<file path="config.mk">
export PLATFORM = sky130hd
export DESIGN_NAME = pwm_bank
export DESIGN_NICKNAME = d
export VERILOG_FILES = /design/src/rtl/pwm_bank_pkg.sv /design/src/rtl/pwm_prescaler.sv /design/src/rtl/pwm_src_mux.sv /design/src/rtl/pwm_channel.sv /design/src/rtl/pwm_bank.sv
export SDC_FILE = /design/constraint.sdc
export NUM_CORES = 1
export LEC_CHECK = 0
export ABC_AREA = 0
export CORE_MARGIN = 2
export CORE_UTILIZATION = 50
export CTS_CLUSTER_DIAMETER = 30
export CTS_CLUSTER_SIZE = 40
export DETAILED_ROUTE_END_ITERATION = 6
export GPL_TIMING_DRIVEN = 0
export PLACE_DENSITY = 0.83
export SLEW_MARGIN = 20
export SYNTH_ARGS = -nofsm -noshare
export SYNTH_HDL_FRONTEND = slang
export SYNTH_HIERARCHICAL = 1
export SYNTH_SLANG_ARGS = --single-unit
</file>
<file path="constraint.sdc">
create_clock -name clk -period 6.6 [get_ports clk]
set_input_delay 1.98 -clock clk [delete_from_list [all_inputs] [get_ports clk]]
set_output_delay 1.98 -clock clk [all_outputs]
set_load 0.02 [all_outputs]
</file>
<file path="src/rtl/pwm_bank_pkg.sv">
package pwm_bank_pkg;

  // Clock source codes of a channel
  typedef enum logic [2:0] {
    SRC_32K  = 3'd0,
    SRC_24M  = 3'd1,
    SRC_1M5  = 3'd2,
    SRC_94K  = 3'd3,
    SRC_SLOW = 3'd4,
    SRC_PREV = 3'd5
  } src_e;

  // Single-cycle enables shared by all channels
  typedef struct packed {
    logic f24m;
    logic f1m5;
    logic f94k;
    logic f32k;
    logic slow;
  } tick_bus_t;

endpackage

</file>
<file path="src/rtl/pwm_prescaler.sv">
module pwm_prescaler
  import pwm_bank_pkg::*;
#(
  parameter int MID_DIV = 16,
  parameter int LOW_DIV = 16,
  parameter int K32_DIV = 750,
  parameter int SDW     = 8
) (
  input  logic           clk,
  input  logic           rst_n,
  input  logic [SDW-1:0] slow_div,
  output tick_bus_t      ticks
);

  localparam int MW = $clog2(MID_DIV + 1);
  localparam int LW = $clog2(LOW_DIV + 1);
  localparam int KW = $clog2(K32_DIV + 1);
  localparam logic [MW-1:0] MID_LAST = MW'(MID_DIV - 1);
  localparam logic [LW-1:0] LOW_LAST = LW'(LOW_DIV - 1);
  localparam logic [KW-1:0] K32_LAST = KW'(K32_DIV - 1);

  // 0 on the divider input behaves like 1
  function automatic logic [SDW-1:0] div_last(input logic [SDW-1:0] d);
    return (d == '0) ? '0 : d - 1'b1;
  endfunction

  logic [MW-1:0]  c_mid;
  logic [LW-1:0]  c_low;
  logic [KW-1:0]  c_k32;
  logic [SDW-1:0] c_slow;
  logic           mid_hit, low_hit, k32_hit, slow_hit;

  assign mid_hit  = (c_mid == MID_LAST);
  assign low_hit  = mid_hit && (c_low == LOW_LAST);
  assign k32_hit  = (c_k32 == K32_LAST);
  assign slow_hit = low_hit && (c_slow >= div_last(slow_div));

  always_ff @(posedge clk or negedge rst_n) begin
    if (!rst_n) begin
      c_mid  <= '0;
      c_low  <= '0;
      c_k32  <= '0;
      c_slow <= '0;
    end else begin
      c_mid <= mid_hit ? '0 : c_mid + 1'b1;
      c_k32 <= k32_hit ? '0 : c_k32 + 1'b1;
      if (mid_hit) c_low <= (c_low == LOW_LAST) ? '0 : c_low + 1'b1;
      if (low_hit) c_slow <= slow_hit ? '0 : c_slow + 1'b1;
    end
  end

  always_comb begin
    ticks.f24m = 1'b1;
    ticks.f1m5 = mid_hit;
    ticks.f94k = low_hit;
    ticks.f32k = k32_hit;
    ticks.slow = slow_hit;
  end

endmodule

</file>
<file path="src/rtl/pwm_src_mux.sv">
module pwm_src_mux
  import pwm_bank_pkg::*;
#(
  parameter bit CHAIN_OK = 1'b1
) (
  input  logic [2:0] sel,
  input  tick_bus_t  ticks,
  input  logic       prev_rise,
  output logic       tick
);

  always_comb begin
    case (sel)
      SRC_24M:  tick = ticks.f24m;
      SRC_1M5:  tick = ticks.f1m5;
      SRC_94K:  tick = ticks.f94k;
      SRC_SLOW: tick = ticks.slow;
      SRC_PREV: tick = CHAIN_OK ? prev_rise : ticks.f32k;
      default:  tick = ticks.f32k;
    endcase
  end

endmodule

</file>
<file path="src/rtl/pwm_channel.sv">
module pwm_channel #(
  parameter int CW = 8
) (
  input  logic          clk,
  input  logic          rst_n,
  input  logic          tick,
  input  logic [CW-1:0] period_in,
  input  logic [CW-1:0] width_in,
  output logic          pwm,
  output logic          wrap,
  output logic [CW-1:0] cnt_o,
  output logic [CW-1:0] per_o,
  output logic [CW-1:0] wid_o
);

  function automatic logic [CW-1:0] fix_period(input logic [CW-1:0] p);
    return (p == '0) ? CW'(1) : p;
  endfunction

  function automatic logic [CW-1:0] fix_width(input logic [CW-1:0] w,
                                              input logic [CW-1:0] p);
    return (w >= p) ? p - 1'b1 : w;
  endfunction

  logic [CW-1:0] cnt, act_p, act_w, next_p;

  assign next_p = fix_period(period_in);
  assign wrap   = tick && (cnt >= act_p - 1'b1);

  always_ff @(posedge clk or negedge rst_n) begin
    if (!rst_n) begin
      cnt   <= '0;
      act_p <= CW'(1);
      act_w <= '0;
    end else if (wrap) begin
      cnt   <= '0;
      act_p <= next_p;
      act_w <= fix_width(width_in, next_p);
    end else if (tick) begin
      cnt <= cnt + 1'b1;
    end
  end

  assign pwm   = (cnt < act_w);
  assign cnt_o = cnt;
  assign per_o = act_p;
  assign wid_o = act_w;

endmodule

</file>
<file path="src/rtl/pwm_bank.sv">
module pwm_bank
  import pwm_bank_pkg::*;
#(
  parameter int NCH     = 4,
  parameter int CW      = 8,
  parameter int SDW     = 8,
  parameter int MID_DIV = 16,
  parameter int LOW_DIV = 16,
  parameter int K32_DIV = 750
) (
  input  logic              clk,
  input  logic              rst_n,
  input  logic [SDW-1:0]    slow_div,
  input  logic [3*NCH-1:0]  src_sel,
  input  logic [CW*NCH-1:0] period,
  input  logic [CW*NCH-1:0] width,
  input  logic [NCH-1:0]    pin_sel,
  input  logic [NCH-1:0]    out_latch,
  output logic [NCH-1:0]    pwm_out,
  output logic [NCH-1:0]    pin_out
);

  tick_bus_t         ticks;
  logic              en_mid, en_32k;
  logic [NCH-1:0]    ch_tick, ch_wrap, prev_rise;
  logic [CW*NCH-1:0] ch_cnt, ch_per, ch_wid;

  pwm_prescaler #(
    .MID_DIV(MID_DIV), .LOW_DIV(LOW_DIV), .K32_DIV(K32_DIV), .SDW(SDW)
  ) u_pre (
    .clk(clk), .rst_n(rst_n), .slow_div(slow_div), .ticks(ticks)
  );

  assign en_mid = ticks.f1m5;
  assign en_32k = ticks.f32k;

  for (genvar i = 0; i < NCH; i++) begin : g_ch
    if (i == 0) begin : g_head
      assign prev_rise[i] = 1'b0;
    end else begin : g_link
      logic prev_q;
      always_ff @(posedge clk or negedge rst_n) begin
        if (!rst_n) prev_q <= 1'b0;
        else        prev_q <= pwm_out[i-1];
      end
      assign prev_rise[i] = pwm_out[i-1] & ~prev_q;
    end

    pwm_src_mux #(.CHAIN_OK(i != 0)) u_mux (
      .sel(src_sel[3*i +: 3]), .ticks(ticks),
      .prev_rise(prev_rise[i]), .tick(ch_tick[i])
    );

    pwm_channel #(.CW(CW)) u_ch (
      .clk(clk), .rst_n(rst_n), .tick(ch_tick[i]),
      .period_in(period[CW*i +: CW]), .width_in(width[CW*i +: CW]),
      .pwm(pwm_out[i]), .wrap(ch_wrap[i]),
      .cnt_o(ch_cnt[CW*i +: CW]), .per_o(ch_per[CW*i +: CW]),
      .wid_o(ch_wid[CW*i +: CW])
    );

    assign pin_out[i] = pin_sel[i] ? pwm_out[i] : out_latch[i];
  end

endmodule

</file>
==> run_results.csv <==
group,metric,value,unit
power,p_per_area,327,nW/µm²
critical_path,cp_cell_sequence,"clkdlybuf4s50_1 -> inv_1 -> ha_1 -> nor2b_2 -> nand3b_1 -> or3_1 -> o21ai_0 -> ha_1 -> or3_1 -> a21oi_2 -> o31ai_4 -> and2_1 -> buf_4 -> mux2_1 -> o32ai_1 -> a311oi_1 -> clkbuf_2 -> and2_1 -> a32oi_4 -> buf_4 -> o21ai_0",
timing,fmax,0.162,GHz
critical_path,critPathLaunchType,"primary input",
worst_hold_path,hold_path.class,"reg -> reg",
floorplanning,start_util,51.4,%
critical_path,worst-path-max-fanout,10,
layout,drive_above_1_share,10.1,%
timing,fin_ws,416,ps
synthesis,syn_area_per_cell,9.52,µm²
layout,layout.nets,1352,
timing,slew_headroom,52.1,%
layout,layout_common_cells,"124 x inv_1, 123 x dfrtp_1, 118 x ha_1, 100 x clkdlybuf4s50_1, 73 x nand2_1",
clock_tree,cts_htree_levels,4,
placed_design,dp_hpwl,16500,µm
timing,maxSlewViolCount,0,
floorplanning,ios,102,
power,power,3820,µW
power,ir_drop,0.000219,V
global_routing,grt_pass1_vias,7916,
critical_path,worstRegToRegCells,14,
floorplanning,rows,50,
drt,post-route-drc-count,0,
drt,wirelength,22000,µm
critical_path,critPathMaxStageDelay,420,ps
floorplanning,fp.dieW,143,µm
drt,drtAntennaViolNets,0,
timing,clock_skew,21.0,ps
clock_tree,clk_latency,430,ps
drt,dr.pass1.iters,5,
floorplanning,die_area,20500,µm²
global_routing,grtUsageTotal,22.5,%
global_routing,grt_pass1_wl,37200,µm
drt,avgRoutedWirePerCell,15.5,µm
job,cap_violations,0,
global_routing,overflow,0,
clock_tree,cts_sinks,127,
placed_design,numPortBuffers,101,
placed_design,pre_cts_ws,-334,ps
drt,num_vias,7855,
layout,fin_util,62.0,%
critical_path,worstPathRequired,6900,ps
critical_path,cp_slowest_cell,"clkdlybuf4s50_1",
timing,finalSetupViolCount,0,
global_routing,antenna_found_initial,1,
critical_path,worstSetupPathType,"in -> reg",
drt,via_per_inst,5.56,
timing,hold_ws,462,ps
timing,period_share,93.7,%
critical_path,crit_path_end_kind,"flop",
power,p_leak,0.00545,µW
layout,syn_to_final_growth,20.6,%
clock_tree,hold_buffers,0,
critical_path,arrival,6490,ps
critical_path,crit_cells,21,
timing,hold_viol,0,
global_routing,grt_max_degree,80,
placed_design,routabilityCongestion,0.890,
critical_path,cp_top_family,"simple AND/OR/NAND/NOR gates",
clock_tree,clkTransAtPathRegs,50,ps
timing,grt_setup_unrepaired,"false",
worst_hold_path,hold_depth,1,
synthesis,syn_nets,1229,
layout,multiInputGateArea,5850,µm²
timing,period_needed,6180,ps
clock_tree,cts_buffers,17,
layout,ff_latch_area,3180,µm²
synthesis,netlist_instances,1017,
timing,worstMarginPinSlew,700,ps
synthesis,synthesis.area,9680,µm²
floorplanning,core,18800,µm²
clock_tree,cts_tree,"done",
clock_tree,root_buffer,"clkbuf_16",
layout,n_fill_cell,1504,
drt,drt_first_iter_violations,504,
floorplanning,die_h,143,µm
layout,final_common_cell,"inv_1",
synthesis,yosys_warnings,6,
status,outcome,"complete, no violations",
critical_path,path_buf_inv,5,
clock_tree,clock_path_buffers,2,
## layer usage
| layer | share of wire [%] | routed length, µm | GRT usage (%) |
|---|---|---|---|
| met1 | 45 | 9890 | 29.3 |
| met2 | 49 | 10800 | 38.2 |
| met3 | 3.8 | 829 | 3.39 |
| met4 | 2.0 | 432 | 8.23 |
| met5 | 0 | 0 | 0 |
## final timing paths
kind / startpoint / endpoint / slack, ps
setup / recovery: slow_div[0] / g_ch[2].u_ch/wid_o[3] / 420
max in group asynchronous: rst_n / g_ch[3].u_ch/per_o[0] / 4390
min in group asynchronous: rst_n / g_ch[2].u_ch/wid_o[6] / 1450
hold / removal: u_pre/c_mid[0] / u_pre/c_mid[0] / 460
setup reg to reg: u_pre/c_slow[3] / g_ch[2].u_ch/wid_o[3] / 2980
hold reg to reg: u_pre/c_mid[0] / u_pre/c_mid[0] / 460
## registers in the layout (all words and copies together), names as in the netlist
signal              count
g_ch.g_link.prev_q      3
g_ch.u_ch/cnt_o        32
g_ch.u_ch/per_o        32
g_ch.u_ch/wid_o        32
u_pre/c_k32            10
u_pre/c_low             5
u_pre/c_mid             5
u_pre/c_slow            8
## what timing repair did
action | 4_1_cts | 5_1_grt
setup buffers | 0 | 2
endpoints found under the setup margin | 0 | 58
gates resized for setup | 0 | 10
## power by group
part	total, µW	switching, µW	internal [µW]
sequential	1220	217	1010
clock	935	342	593
combinational	1660	884	774
total	3820	1440	2370
## per-stage QoR
step | area, µm² | TNS, ps | instances
after floorplan | 9680 | 0 | 1017
after global placement | 11000 | -181070 | 1378
after detailed placement | 11000 | -9770 | 1379
after CTS | 11600 | 0 | 1411
after global routing | 11700 | 0 | 1414
final | 11700 | 0 | 1414
## worst reg2reg max path, stage by stage (launching register included)
cell	delay, ps
dfrtp_1	440
ha_1	260
or4_4	500
a21oi_4	160
o31ai_4	90
and2_1	180
buf_4	140
mux2_1	280
o32ai_1	230
a311oi_1	90
clkbuf_2	230
and2_1	210
a32oi_4	350
buf_4	240
o21ai_0	110
## layout make-up
class                   instances  area share (%)
diodes                          1          0.0214
plain buffers                  16            1.29
clock buffers                  22            4.15
clock inverters                10           0.943
inverters                     129            4.32
multi-input cells             745            50.2
flip-flops and latches        127            27.3
well taps                     260            2.79
repair buffers                104            9.07
No activity file was read; power rests on OpenSTA's default activity.
